[src/rtl/intra4_pkg.sv]
// Shared definitions for the 4x4 intra predictor.
// Assumes a fixed 4x4 block; only sample width is parametrised elsewhere.
package intra4_pkg;
    localparam int BLK_DIM  = 4;
    localparam int ROW_IDXW = $clog2(BLK_DIM);

    typedef enum logic [3:0] {
        PM_VERT = 4'd0,
        PM_HOR  = 4'd1,
        PM_DC   = 4'd2,
        PM_DDL  = 4'd3,
        PM_DDR  = 4'd4,
        PM_VR   = 4'd5,
        PM_HD   = 4'd6,
        PM_VL   = 4'd7,
        PM_HU   = 4'd8
    } pred_mode_e;

    localparam logic [3:0] PM_LAST = 4'd8;
endpackage

[src/rtl/intra4_capture.sv]
// Request capture: freezes mode, flags and neighbours when a request is
// accepted. Assumes load_i is high only for one cycle per request.
module intra4_capture #(
    parameter int PIX_W = 8,
    localparam int LEFT_W  = intra4_pkg::BLK_DIM * PIX_W,
    localparam int ABOVE_W = 2 * intra4_pkg::BLK_DIM * PIX_W
) (
    input  logic               clk,
    input  logic               rst_n,
    input  logic               load_i,
    input  logic [3:0]         mode_i,
    input  logic               up_i,
    input  logic               left_i_ok,
    input  logic               upr_i,
    input  logic [LEFT_W-1:0]  left_i,
    input  logic [ABOVE_W-1:0] above_i,
    input  logic [PIX_W-1:0]   corner_i,
    output logic [3:0]         mode_q,
    output logic               up_q,
    output logic               left_ok_q,
    output logic               upr_q,
    output logic [LEFT_W-1:0]  left_q,
    output logic [ABOVE_W-1:0] above_q,
    output logic [PIX_W-1:0]   corner_q
);
    // Hold the request operands for the whole output burst.
    always_ff @(posedge clk) begin
        if (!rst_n) begin
            mode_q    <= '0;
            up_q      <= 1'b0;
            left_ok_q <= 1'b0;
            upr_q     <= 1'b0;
            left_q    <= '0;
            above_q   <= '0;
            corner_q  <= '0;
        end else if (load_i) begin
            mode_q    <= mode_i;
            up_q      <= up_i;
            left_ok_q <= left_i_ok;
            upr_q     <= upr_i;
            left_q    <= left_i;
            above_q   <= above_i;
            corner_q  <= corner_i;
        end
    end
endmodule

[src/rtl/intra4_sequencer.sv]
// Output sequencer: runs one burst of BLK_DIM rows per accepted request.
// Assumes the kernel output is valid in the cycle after load.
module intra4_sequencer #(
    localparam int IW = intra4_pkg::ROW_IDXW
) (
    input  logic          clk,
    input  logic          rst_n,
    input  logic          start_i,
    output logic          load_o,
    output logic          busy_o,
    output logic [IW-1:0] row_o
);
    localparam logic [IW-1:0] LAST_ROW = IW'(intra4_pkg::BLK_DIM - 1);

    // Accept only when idle.
    assign load_o = start_i && !busy_o;

    // Count rows of the burst and drop busy after the last one.
    always_ff @(posedge clk) begin
        if (!rst_n) begin
            busy_o <= 1'b0;
            row_o  <= '0;
        end else if (load_o) begin
            busy_o <= 1'b1;
            row_o  <= '0;
        end else if (busy_o) begin
            if (row_o == LAST_ROW) begin
                busy_o <= 1'b0;
            end
            row_o <= row_o + IW'(1);
        end
    end
endmodule

[src/rtl/intra4_kernel.sv]
// Prediction kernel: purely combinational 4x4 predictor over captured
// neighbours. Assumes neighbours are stable for the burst. Works on one
// linear edge vector (left 3..0, corner, above 0..3) for the angled modes.
module intra4_kernel #(
    parameter int PIX_W = 8,
    localparam int N       = intra4_pkg::BLK_DIM,
    localparam int LEFT_W  = N * PIX_W,
    localparam int ABOVE_W = 2 * N * PIX_W,
    localparam int BLK_W   = N * N * PIX_W,
    localparam int EDGE_N  = 2 * N + 1
) (
    input  logic [3:0]         mode_i,
    input  logic               up_i,
    input  logic               left_ok_i,
    input  logic               upr_i,
    input  logic [LEFT_W-1:0]  left_i,
    input  logic [ABOVE_W-1:0] above_i,
    input  logic [PIX_W-1:0]   corner_i,
    output logic [BLK_W-1:0]   blk_o
);
    import intra4_pkg::*;

    localparam logic [PIX_W-1:0] MID = PIX_W'(1 << (PIX_W - 1));

    logic [PIX_W-1:0] up_s   [2*N];
    logic [PIX_W-1:0] edge_s [EDGE_N];
    logic [PIX_W+1:0] sum_up, sum_left;
    logic [PIX_W+2:0] sum_both;
    logic [PIX_W-1:0] dc_val;

    function automatic logic [PIX_W-1:0] tap3(input logic [PIX_W-1:0] a,
                                              input logic [PIX_W-1:0] b,
                                              input logic [PIX_W-1:0] c);
        logic [PIX_W+1:0] s;
        s = {2'b00, a} + {1'b0, b, 1'b0} + {2'b00, c} + (PIX_W+2)'(2);
        return PIX_W'(s >> 2);
    endfunction

    function automatic logic [PIX_W-1:0] tap2(input logic [PIX_W-1:0] a,
                                              input logic [PIX_W-1:0] b);
        logic [PIX_W:0] s;
        s = {1'b0, a} + {1'b0, b} + (PIX_W+1)'(1);
        return PIX_W'(s >> 1);
    endfunction

    // Above row with upper-right replaced by the last above sample when absent.
    generate
        for (genvar i = 0; i < 2 * N; i++) begin : g_up
            if (i < N) begin : g_near
                assign up_s[i] = above_i[i*PIX_W +: PIX_W];
            end else begin : g_far
                assign up_s[i] = upr_i ? above_i[i*PIX_W +: PIX_W]
                                       : above_i[(N-1)*PIX_W +: PIX_W];
            end
        end
        // Edge vector: index 0..N-1 = left N-1..0, N = corner, N+1.. = above.
        for (genvar k = 0; k < N; k++) begin : g_edge
            assign edge_s[k]       = left_i[(N-1-k)*PIX_W +: PIX_W];
            assign edge_s[N+1+k]   = above_i[k*PIX_W +: PIX_W];
        end
    endgenerate
    assign edge_s[N] = corner_i;

    // DC value with fallback by neighbour availability.
    always_comb begin
        sum_up   = '0;
        sum_left = '0;
        for (int i = 0; i < N; i++) begin
            sum_up   = sum_up   + (PIX_W+2)'(above_i[i*PIX_W +: PIX_W]);
            sum_left = sum_left + (PIX_W+2)'(left_i[i*PIX_W +: PIX_W]);
        end
        sum_both = (PIX_W+3)'(sum_up) + (PIX_W+3)'(sum_left) + (PIX_W+3)'(4);
        case ({up_i, left_ok_i})
            2'b11:   dc_val = PIX_W'(sum_both >> 3);
            2'b10:   dc_val = PIX_W'((sum_up + (PIX_W+2)'(2)) >> 2);
            2'b01:   dc_val = PIX_W'((sum_left + (PIX_W+2)'(2)) >> 2);
            default: dc_val = MID;
        endcase
    end

    // Per-pixel mode selection over the whole block.
    always_comb begin
        for (int y = 0; y < N; y++) begin
            for (int x = 0; x < N; x++) begin
                int z;
                int j;
                logic [PIX_W-1:0] p;
                z = 0;
                j = 0;
                p = MID;
                case (mode_i)
                    PM_VERT: p = up_s[3'(x)];
                    PM_HOR:  p = edge_s[4'(3 - y)];
                    PM_DC:   p = dc_val;
                    PM_DDL: begin
                        if (x == 3 && y == 3)
                            p = tap3(up_s[6], up_s[7], up_s[7]);
                        else
                            p = tap3(up_s[3'(x+y)], up_s[3'(x+y+1)], up_s[3'(x+y+2)]);
                    end
                    PM_DDR: begin
                        j = 4 + x - y;
                        p = tap3(edge_s[4'(j-1)], edge_s[4'(j)], edge_s[4'(j+1)]);
                    end
                    PM_VR: begin
                        z = 2 * x - y;
                        j = x - (y >> 1);
                        if (z >= 0 && (z % 2) == 0)
                            p = tap2(edge_s[4'(4+j)], edge_s[4'(5+j)]);
                        else if (z > 0)
                            p = tap3(edge_s[4'(3+j)], edge_s[4'(4+j)], edge_s[4'(5+j)]);
                        else if (z == -1)
                            p = tap3(edge_s[3], edge_s[4], edge_s[5]);
                        else
                            p = tap3(edge_s[4'(4-y)], edge_s[4'(5-y)], edge_s[4'(6-y)]);
                    end
                    PM_HD: begin
                        z = 2 * y - x;
                        j = y - (x >> 1);
                        if (z >= 0 && (z % 2) == 0)
                            p = tap2(edge_s[4'(4-j)], edge_s[4'(3-j)]);
                        else if (z > 0)
                            p = tap3(edge_s[4'(5-j)], edge_s[4'(4-j)], edge_s[4'(3-j)]);
                        else if (z == -1)
                            p = tap3(edge_s[3], edge_s[4], edge_s[5]);
                        else
                            p = tap3(edge_s[4'(4+x)], edge_s[4'(3+x)], edge_s[4'(2+x)]);
                    end
                    PM_VL: begin
                        j = x + (y >> 1);
                        if ((y % 2) == 0)
                            p = tap2(up_s[3'(j)], up_s[3'(j+1)]);
                        else
                            p = tap3(up_s[3'(j)], up_s[3'(j+1)], up_s[3'(j+2)]);
                    end
                    PM_HU: begin
                        z = x + 2 * y;
                        j = y + (x >> 1);
                        if (z > 5)
                            p = edge_s[0];
                        else if (z == 5)
                            p = tap3(edge_s[1], edge_s[0], edge_s[0]);
                        else if ((z % 2) == 0)
                            p = tap2(edge_s[4'(3-j)], edge_s[4'(2-j)]);
                        else
                            p = tap3(edge_s[4'(3-j)], edge_s[4'(2-j)], edge_s[4'(1-j)]);
                    end
                    default: p = MID;
                endcase
                blk_o[(y*N + x)*PIX_W +: PIX_W] = p;
            end
        end
    end
endmodule

[src/rtl/intra4x4_pred.sv]
// Top of the 4x4 intra predictor: capture stage, combinational kernel and
// row sequencer. Assumes the requester honours ready_o; starts while busy
// are dropped.
module intra4x4_pred #(
    parameter int PIX_W = 8,
    localparam int N       = intra4_pkg::BLK_DIM,
    localparam int IW      = intra4_pkg::ROW_IDXW,
    localparam int ROW_W   = N * PIX_W,
    localparam int ABOVE_W = 2 * N * PIX_W,
    localparam int BLK_W   = N * ROW_W
) (
    input  logic               clk,
    input  logic               rst_n,
    input  logic               start_i,
    input  logic [3:0]         mode_i,
    input  logic               avail_up_i,
    input  logic               avail_left_i,
    input  logic               avail_upr_i,
    input  logic [ROW_W-1:0]   left_i,
    input  logic [ABOVE_W-1:0] above_i,
    input  logic [PIX_W-1:0]   corner_i,
    output logic               ready_o,
    output logic               valid_o,
    output logic [IW-1:0]      row_idx_o,
    output logic [ROW_W-1:0]   row_o,
    output logic               err_o
);
    logic               load;
    logic               busy;
    logic [3:0]         mode_q;
    logic               up_q, left_ok_q, upr_q;
    logic [ROW_W-1:0]   left_q;
    logic [ABOVE_W-1:0] above_q;
    logic [PIX_W-1:0]   corner_q;
    logic [BLK_W-1:0]   blk;

    intra4_sequencer u_seq (
        .clk     (clk),
        .rst_n   (rst_n),
        .start_i (start_i),
        .load_o  (load),
        .busy_o  (busy),
        .row_o   (row_idx_o)
    );

    intra4_capture #(.PIX_W(PIX_W)) u_cap (
        .clk       (clk),
        .rst_n     (rst_n),
        .load_i    (load),
        .mode_i    (mode_i),
        .up_i      (avail_up_i),
        .left_i_ok (avail_left_i),
        .upr_i     (avail_upr_i),
        .left_i    (left_i),
        .above_i   (above_i),
        .corner_i  (corner_i),
        .mode_q    (mode_q),
        .up_q      (up_q),
        .left_ok_q (left_ok_q),
        .upr_q     (upr_q),
        .left_q    (left_q),
        .above_q   (above_q),
        .corner_q  (corner_q)
    );

    intra4_kernel #(.PIX_W(PIX_W)) u_kern (
        .mode_i    (mode_q),
        .up_i      (up_q),
        .left_ok_i (left_ok_q),
        .upr_i     (upr_q),
        .left_i    (left_q),
        .above_i   (above_q),
        .corner_i  (corner_q),
        .blk_o     (blk)
    );

    // Present the current row and status.
    assign ready_o = !busy;
    assign valid_o = busy;
    assign row_o   = blk[row_idx_o*ROW_W +: ROW_W];
    assign err_o   = busy && (mode_q > intra4_pkg::PM_LAST);
endmodule

[config.mk]
export PLATFORM = sky130hd
export DESIGN_NAME = intra4x4_pred
export DESIGN_NICKNAME = d
export VERILOG_FILES = /design/src/rtl/intra4_pkg.sv /design/src/rtl/intra4_capture.sv /design/src/rtl/intra4_sequencer.sv /design/src/rtl/intra4_kernel.sv /design/src/rtl/intra4x4_pred.sv
export SDC_FILE = /design/constraint.sdc
export NUM_CORES = 1
export LEC_CHECK = 0
export BUFFER_PORTS_ARGS = -buffer_cell sky130_fd_sc_hd__buf_2
export CAP_MARGIN = 15
export CORE_MARGIN = 2
export CORE_UTILIZATION = 35
export CTS_BUF_LIST = sky130_fd_sc_hd__clkbuf_8
export DETAILED_ROUTE_END_ITERATION = 7
export GPL_TIMING_DRIVEN = 0
export HOLD_SLACK_MARGIN = 0.12
export MAX_ROUTING_LAYER = met4
export PLACE_DENSITY = 0.53
export REMOVE_ABC_BUFFERS = 1
export SLEW_MARGIN = 0
export SYNTH_ARGS = -nofsm -noshare
export SYNTH_HDL_FRONTEND = slang
export SYNTH_SLANG_ARGS = --single-unit
[constraint.sdc]
create_clock -name clk -period 13.2 [get_ports clk]
set_clock_uncertainty 0.15 [all_clocks]
set_input_delay 3.96 -clock clk [delete_from_list [all_inputs] [get_ports clk]]
set_output_delay 3.96 -clock clk [all_outputs]
set_load 0.02 [all_outputs]
==> qor.csv, run 1 <==
stage,metric,value,unit
min_path,hold path depth,2,
pwr,clock share of power,14.9,%
yosys,syn avg cell area,7.25,um^2
worst_setup_path,Setup CP Type,register to output port,
clock_tree,Clock Pin Slew Worst Setup and Hold Paths,0.13,ns
yosys,Post-synth EDFFs,0,
worst_setup_path,Critical Path RT,9.09,ns
worst_setup_path,CP arrival,7.74,ns
sta,Setup-failing EPs final,0,
grt,met1 Use GR,43.2,%
pwr,leak pwr,8.46,nW
pwr,switching share of power,51.9,%
grt,maximum number of pins on one net before global-route repair,99,
pwr,power share of the combinational group,60.6,%
yosys,mux cell area share after synthesis,0.624,%
die,die area,51100,um^2
worst_setup_path,"critical path fanouts, max",6,
clock_tree,worst skew pair latency,0.48,ns
worst_setup_path,max incr delay on CP,0.69,ns
yosys,top_reg_cell synth,dfxtp_1,
yosys,Syn Inst Count,2379,
clock_tree,Clock Sinks,98,
yosys,Yosys Warn Count,0,
worst_setup_path,master of the slowest instance on the critical path,nor4b_1,
clock_tree,CTS Hold Bufs,0,
sta,Fin. Hold Viols,0,
die,starting density of the core,35.4,%
routing,post-route ant nets,0,
yosys,xor and xnor area share after synthesis,5.69,%
routing,DRC Markers,0,
yosys,complex-gate fraction of the synthesized area,28.9,%
clock_tree,CTS H-tree lvls,3,
clock_tree,root buffer cell,clkbuf_8,
run_status,outcome,finished clean,
placed_design,gp weighted congestion,0.991,
clock_tree,CTS tree,yes,
worst_setup_path,CP Capture Type,output port,
routing,Vias/cell,6.10,
pwr,worst-case vdd ir drop,0.0492,mV
grt,vias in the first global route,18100,
die,Cell Rows,81,
grt,global-route congestion overflow total,0,
grt,met2 usage,51.6,%
sta,Worst Max-Slew Pin Slew,1.19,ns
worst_setup_path,cell family with most CP delay,compound AO/OA/AOI/OAI gates,
yosys,Async SR Flop Fraction,0,%
sta,Hold WS,0.321,ns
clock_tree,Clock Path Buffers,2,
yosys,Post-Synth Adder-Cell Area,22.5,%
sta,Final min period,11.85,ns
sta,worst slew margin relative to its limit,21.0,%
routing,final WL,83500,um
yosys,simple-gate share of the synthesized area,25.2,%
min_path,Hold WC Path Type,register to register,
pwr,PwrDens,80.4,nW/um^2
flow_run,max-capacitance violation count,0,
yosys,post-synthesis sequential area ratio,11.4,%
routing,Initial DRC Count,1883,
placed_design,Placed Instance Area,18800,um^2
grt,GRT Util Overall,33.6,%
yosys,largest family of logic cells by synthesized area,compound AO/OA/AOI/OAI gates,
yosys,Mapped Area,17200,um^2
grt,M3 GR Usage,4.63,%
placed_design,DP Wirelength,66900,um
pwr,sequential share of power,24.5,%
pwr,Psw,0.000795,W
clock_tree,CTS Buf Count,9,
routing,WL per Instance,26.7,um
sta,RSZ-0062 raised after global routing,no,
placed_design,number of port buffers,134,
die,Chip Width,226,um
routing,detailed-router iteration count before antenna repair,6,
worst_setup_path,"Buf+Inv Stages, Crit Path",3,
sta,Final period util,89.8,%
pwr,Final Power,0.00153,W
yosys,Netlist cell types,101,
sta,fmax,84.4,MHz
worst_setup_path,CP startpoint kind,register,
routing,Vias,19000,
clock_tree,total setup buffers inserted after CTS,0,
yosys,Yosys reg bits,98,
finish,"Design Area, Final",19100,um^2
clock_tree,PostCTS Resize Cnt,0,
sta,Slew Limit Fails,0,
pwr,Int Power,0.000738,W
worst_setup_path,CP Depth,26,
grt,first-pass GRT wire length,121000,um
finish,Nets,2825,
die,Vert. Die Dim,226,um
die,Core ar.,48700,um^2
worst_setup_path,R2R cell count,5,
finish,P&R area growth vs syn,10.5,%
grt,initial antenna violation count,1,
finish,fraction of layout cells with a size suffix above 1,10.6,%
grt,busiest grt layer,met2,
die,# IOs,151,
[final cells by class]
class | count | area (um^2)
timing repair buffer | 168 | 1160
clock inverter | 7 | 77.6
antenna | 2 | 5.00
clock buffer | 9 | 124
fill | 5190 | 29700
tap | 664 | 831
sequential | 98 | 1960
inverter | 141 | 529
multi-input combinational | 2032 | 14400
[cells by family after synthesis]
group,after synthesis
and+or+nand+nor,941
AOI/OAI and AO/OA,708
adders and majority gates,261
buffers and inverters,249
xor gates and xnor gates,112
DFF,98
muxes,10
[synth_stat cells, drive strengths merged (31+ instances only)]
library cell	number	area (um^2)
nand2	445	1680
nor2	181	687
ha	179	2240
inv	141	529
a21oi	131	671
o21ai	123	616
a21boi	100	762
dfxtp	98	1960
fa	82	1640
clkbuf	79	297
xnor2	68	596
nor3	52	260
nand3	51	255
xor2	44	385
a211oi	39	308
nand4	34	219
o21a	33	249
a21o	31	233
o211ai	31	233
[state kept, by name, summed over array words and instances, names as in the netlist]
signal / flops
u_seq.row_o: 2
u_cap.mode_q: 4
u_cap.above_q: 48
u_seq.busy_o: 1
u_cap.left_ok_q: 1
u_cap.corner_q: 8
u_cap.up_q: 1
u_cap.upr_q: 1
u_cap.left_q: 32
[worst paths after layout]
check,startpoint,slack (ns),to
setup reg to reg,u_seq.busy_o,11.26,u_cap.above_q[1]
hold / removal,u_cap.above_q[59],0.32,u_cap.above_q[59]
hold reg to reg,u_cap.above_q[59],0.32,u_cap.above_q[59]
setup / recovery,u_cap.above_q[0],1.35,row_o[7]
[power by group through the flow]
stage                     registers [W]  logic [W]  clock network, W
after floorplan                0.000355   0.000591                 0
after global placement         0.000386   0.000883                 0
after detailed placement       0.000383   0.000902                 0
after CTS                      0.000376   0.000911          0.000240
after global routing           0.000379    0.00101          0.000246
final                          0.000376   0.000928          0.000228
[per-stage QoR]
stage | util (%) | TNS (ns) | cells | setup slack [ns]
after floorplan | - | 0 | 2271 | 3.43
after global placement | 37.5 | -2.77 | 3069 | -0.859
after detailed placement | 38.7 | 0 | 3103 | 2.05
after CTS | 39.1 | 0 | 3119 | 1.44
after global routing | 39.1 | 0 | 3120 | 0.982
final | 39.1 | 0 | 3121 | 1.35
[routing by layer]
layer | routed length [um] | up-vias
li1 | - | 8704
met1 | 36200 | 9167
met2 | 37000 | 929
met3 | 5670 | 236
met4 | 4550 | 0
met5 | 0 | -
[layout by cell type, fill, tap and decap left out, types with 11 or more instances in the layout]
master,Yosys,layout
nand2_1,443,442
ha_1,179,179
nor2_1,180,177
inv_1,140,141
buf_2,8,133
a21oi_1,129,128
o21ai_0,117,117
a21boi_0,99,99
dfxtp_1,98,96
fa_1,82,82
xnor2_1,68,68
nand3_1,51,51
nor3_1,52,49
xor2_1,44,44
a211oi_1,36,36
nand4_1,33,33
o21a_1,32,32
a21o_1,31,31
o211ai_1,31,31
nand2b_1,30,30
a31oi_1,27,27
or2_2,24,25
and2_1,21,21
nor2b_1,22,21
o2111ai_1,18,18
a2111oi_0,17,17
a221oi_1,14,14
o22ai_1,13,13
o31ai_1,13,13
o21bai_1,12,12
buf_6,3,12
a22oi_1,11,11
[tightest hold or removal path: stages, from the launching register on]
cell      delay, ns
dfxtp_1        0.32
nand2_1        0.05
a21boi_0       0.06
Power figures use the tool's default switching activity.
==> run 2, diff against run 1 <==
--- a/config.mk
+++ b/config.mk
@@ -12,11 +12,12 @@
 export CTS_BUF_LIST = sky130_fd_sc_hd__clkbuf_8
 export DETAILED_ROUTE_END_ITERATION = 7
 export GPL_TIMING_DRIVEN = 0
-export HOLD_SLACK_MARGIN = 0.12
+export HOLD_SLACK_MARGIN = 0.06
 export MAX_ROUTING_LAYER = met4
-export PLACE_DENSITY = 0.53
+export PLACE_DENSITY = 0.52
 export REMOVE_ABC_BUFFERS = 1
 export SLEW_MARGIN = 0
 export SYNTH_ARGS = -nofsm -noshare
 export SYNTH_HDL_FRONTEND = slang
+export SYNTH_HIERARCHICAL = 1
 export SYNTH_SLANG_ARGS = --single-unit
==> run 2 against run 1 <==
Against the previous run: critical path depth is 5 lower; largest cell class unchanged; sequential power is 3% higher; cell count is 6.2% lower; via count is 9.5% lower; count of clock-buffer cells in the layout stayed put; clock power is 5% lower; sequential cell count stayed put; utilization is 0.54 points lower; synthesized cell count is 8.3% lower; synthesized area is 0.91% higher; critical endpoint is now row_o[30]; die area is 0.90% higher; first-iteration DRC count is 3.0% lower.
==> qor.csv, run 2 <==
stage,metric,value,unit,change
routing,detailed-router iteration count before antenna repair,8,,+2
placed_design,number of port buffers,134,,unchanged
finish,register name with the most flops,u_cap/above_q,,
placed_design,gp weighted congestion,0.987,,-0.44%
sta,worst slew margin relative to its limit,9.91,%,-11 points
finish,P&R area growth vs syn,8.66,%,
clock_tree,root buffer cell,clkbuf_8,,
clock_tree,CTS H-tree lvls,3,,unchanged
pwr,PwrDens,82.2,nW/um^2,+2.2%
routing,Vias/cell,5.88,,-3.5%
die,die area,51500,um^2,+0.90%
sta,Fin. Hold Viols,0,,unchanged
sta,fmax,85.8,MHz,+1.7%
worst_setup_path,Setup CP Type,register to output port,,
grt,first-pass GRT wire length,107000,um,-12%
routing,post-route ant nets,0,,unchanged
yosys,Yosys Warn Count,6,,+6
routing,Initial DRC Count,1826,,-3.0%
finish,"commonest non-fill, non-tap cell in the layout",nand2_1,,
finish,fin util,38.5,%,-0.54 points
clock_tree,CTS Hold Bufs,0,,unchanged
worst_setup_path,max incr delay on CP,0.85,ns,+0.16 ns
clock_tree,CTS tree,yes,,
placed_design,Placed Instance Area,18700,um^2,-0.72%
sta,Slew Limit Fails,0,,unchanged
pwr,leak pwr,8.71,nW,+2.9%
finish,Top Registers,"u_cap/above_q (48), u_cap/left_q (32), u_cap/corner_q (8)",,
worst_setup_path,Critical Path RT,9.09,ns,about the same
grt,initial antenna violation count,0,,-1
routing,final WL,71900,um,-14%
sta,Worst Max-Slew Pin Slew,1.35,ns,+0.166 ns
placed_design,DP Wirelength,56800,um,-15%
clock_tree,worst skew pair latency,0.48,ns,about the same
pwr,worst-case vdd ir drop,0.0456,mV,-7.3%
die,starting density of the core,35.5,%,+0.10 points
grt,vias in the first global route,16800,,-7.1%
yosys,Syn Inst Count,2182,,-8.3%
worst_setup_path,r2r setup slk,11.27,ns,about the same
grt,maximum number of pins on one net before global-route repair,100,,+1.0%
sta,RSZ-0062 raised after global routing,no,,
clock_tree,CTS Buf Count,9,,unchanged
finish,max reg flops,48,,unchanged
clock_tree,Clock Sinks,98,,unchanged
die,Vert. Die Dim,227,um,+0.45%
routing,DRC Markers,0,,unchanged
flow_run,max-capacitance violation count,0,,unchanged
sta,Final period util,88.3,%,-1.5 points
grt,global-route congestion overflow total,0,,unchanged
worst_setup_path,cell mode on critical path,ha_1,,
clock_tree,total setup buffers inserted after CTS,0,,unchanged
worst_setup_path,CP cell instances,inv_1 -> fa_1 -> inv_1 -> fa_1 -> ha_1 -> a211oi_1 -> nor2_1 -> nor2_1 -> ha_1 -> ha_1 -> o21ai_0 -> a22oi_1 -> nand4_1 -> nand2_1 -> a21oi_1 -> xnor2_1 -> nand3_1 -> nor2b_1 -> nand4_1 -> mux4_2 -> buf_2,,
yosys,Mapped Area,17400,um^2,+0.91%
clock_tree,Clock Path Buffers,2,,unchanged
finish,Layout Cells excl Fill,2928,,-6.2%
die,# IOs,151,,unchanged
routing,Vias,17200,,-9.5%
min_path,Hold WC Path Type,register to register,,
routing,WL per Instance,24.5,um,-8.2%
worst_setup_path,CP startpoint kind,register,,
sta,Setup-failing EPs final,0,,unchanged
yosys,syn avg cell area,7.98,um^2,+10%
clock_tree,PostCTS Resize Cnt,0,,unchanged
finish,"Design Area, Final",18900,um^2,-0.76%
finish,Nets,2655,,-6.0%
sta,Final min period,11.66,ns,-0.195 ns
worst_setup_path,CP arrival,7.55,ns,-0.19 ns
die,Chip Width,227,um,+0.45%
finish,"commonest cells after routing, fill and taps aside","nand2_1 (230), nor2_1 (197), ha_1 (188), inv_1 (156), buf_2 (136)",,
finish,# diodes,0,,-2
worst_setup_path,CP Capture Type,output port,,
worst_setup_path,master of the slowest instance on the critical path,nor2b_1,,
finish,fill cell count,5140,,-0.96%
run_status,outcome,finished clean,,
worst_setup_path,"critical path fanouts, max",14,,+8
die,Cell Rows,81,,unchanged
grt,GRT Util Overall,28.8,%,-4.8 points
placed_design,Placed Instances,2912,,-6.2%
clock_tree,Clock Pin Slew Worst Setup and Hold Paths,0.11,ns,-0.02 ns
die,Core ar.,49100,um^2,+0.62%
finish,fraction of layout cells with a size suffix above 1,11.7,%,+1.1 points
## run 2: final timing paths
kind | from | endpoint | depth (start not counted)
setup reg to reg | u_seq/busy_o | u_cap/left_q[24] | 5
setup / recovery | u_cap/above_q[17] | row_o[30] | 21
hold reg to reg | u_cap/above_q[61] | u_cap/above_q[61] | 2
hold / removal | u_cap/above_q[61] | u_cap/above_q[61] | 2
## run 2: per-layer routing
layer	part of all wire, %	wire [um]	global-route usage [%]	up-vias
met5	0	0	-	-
met4	5.3	3780	14.1	0
met3	6.8	4880	3.76	191
met2	45	32300	45.2	865
met1	43	30900	36.7	8224
li1	-	-	-	7951
## run 2: per-stage QoR
step	setup TNS (ns)	total power [W]	hold slack [ns]	setup slack [ns]
4_1_cts	0	0.00156	0.382	1.64
5_1_grt	0	0.00167	0.403	1.16
2_1_floorplan	0	0.00102	0.327	2.50
3_3_place_gp	-8.64	0.00132	0.354	-0.166
6_report	0	0.00155	0.381	1.54
3_5_place_dp	0	0.00132	0.354	2.27
## run 2: power by group
part           switching (W)  leakage [nW]  internal [W]  total [W]
clock               0.000142        0.0970     0.0000739   0.000216
sequential         0.0000733         0.807      0.000315   0.000388
combinational       0.000563          7.80      0.000387   0.000949
## run 2: layout make-up
class,count,area (um^2),area share [%]
tap,664,831,4.39
multi-input combinational,1835,14300,75.4
inverter,156,586,3.10
timing repair buffer,159,1070,5.68
sequential,98,1970,10.4
clock buffer,9,124,0.655
clock inverter,7,72.6,0.384
## run 2: worst max-delay path, delay by kind of cell (launching register included)
kind	cells	cell delay (ns)
buf+inv	3	0.52
mux	1	0.52
xor+xnor	1	0.13
flops	1	0.70
compound gates	4	1.20
simple gates	7	2.14
fa+ha+maj	5	1.86
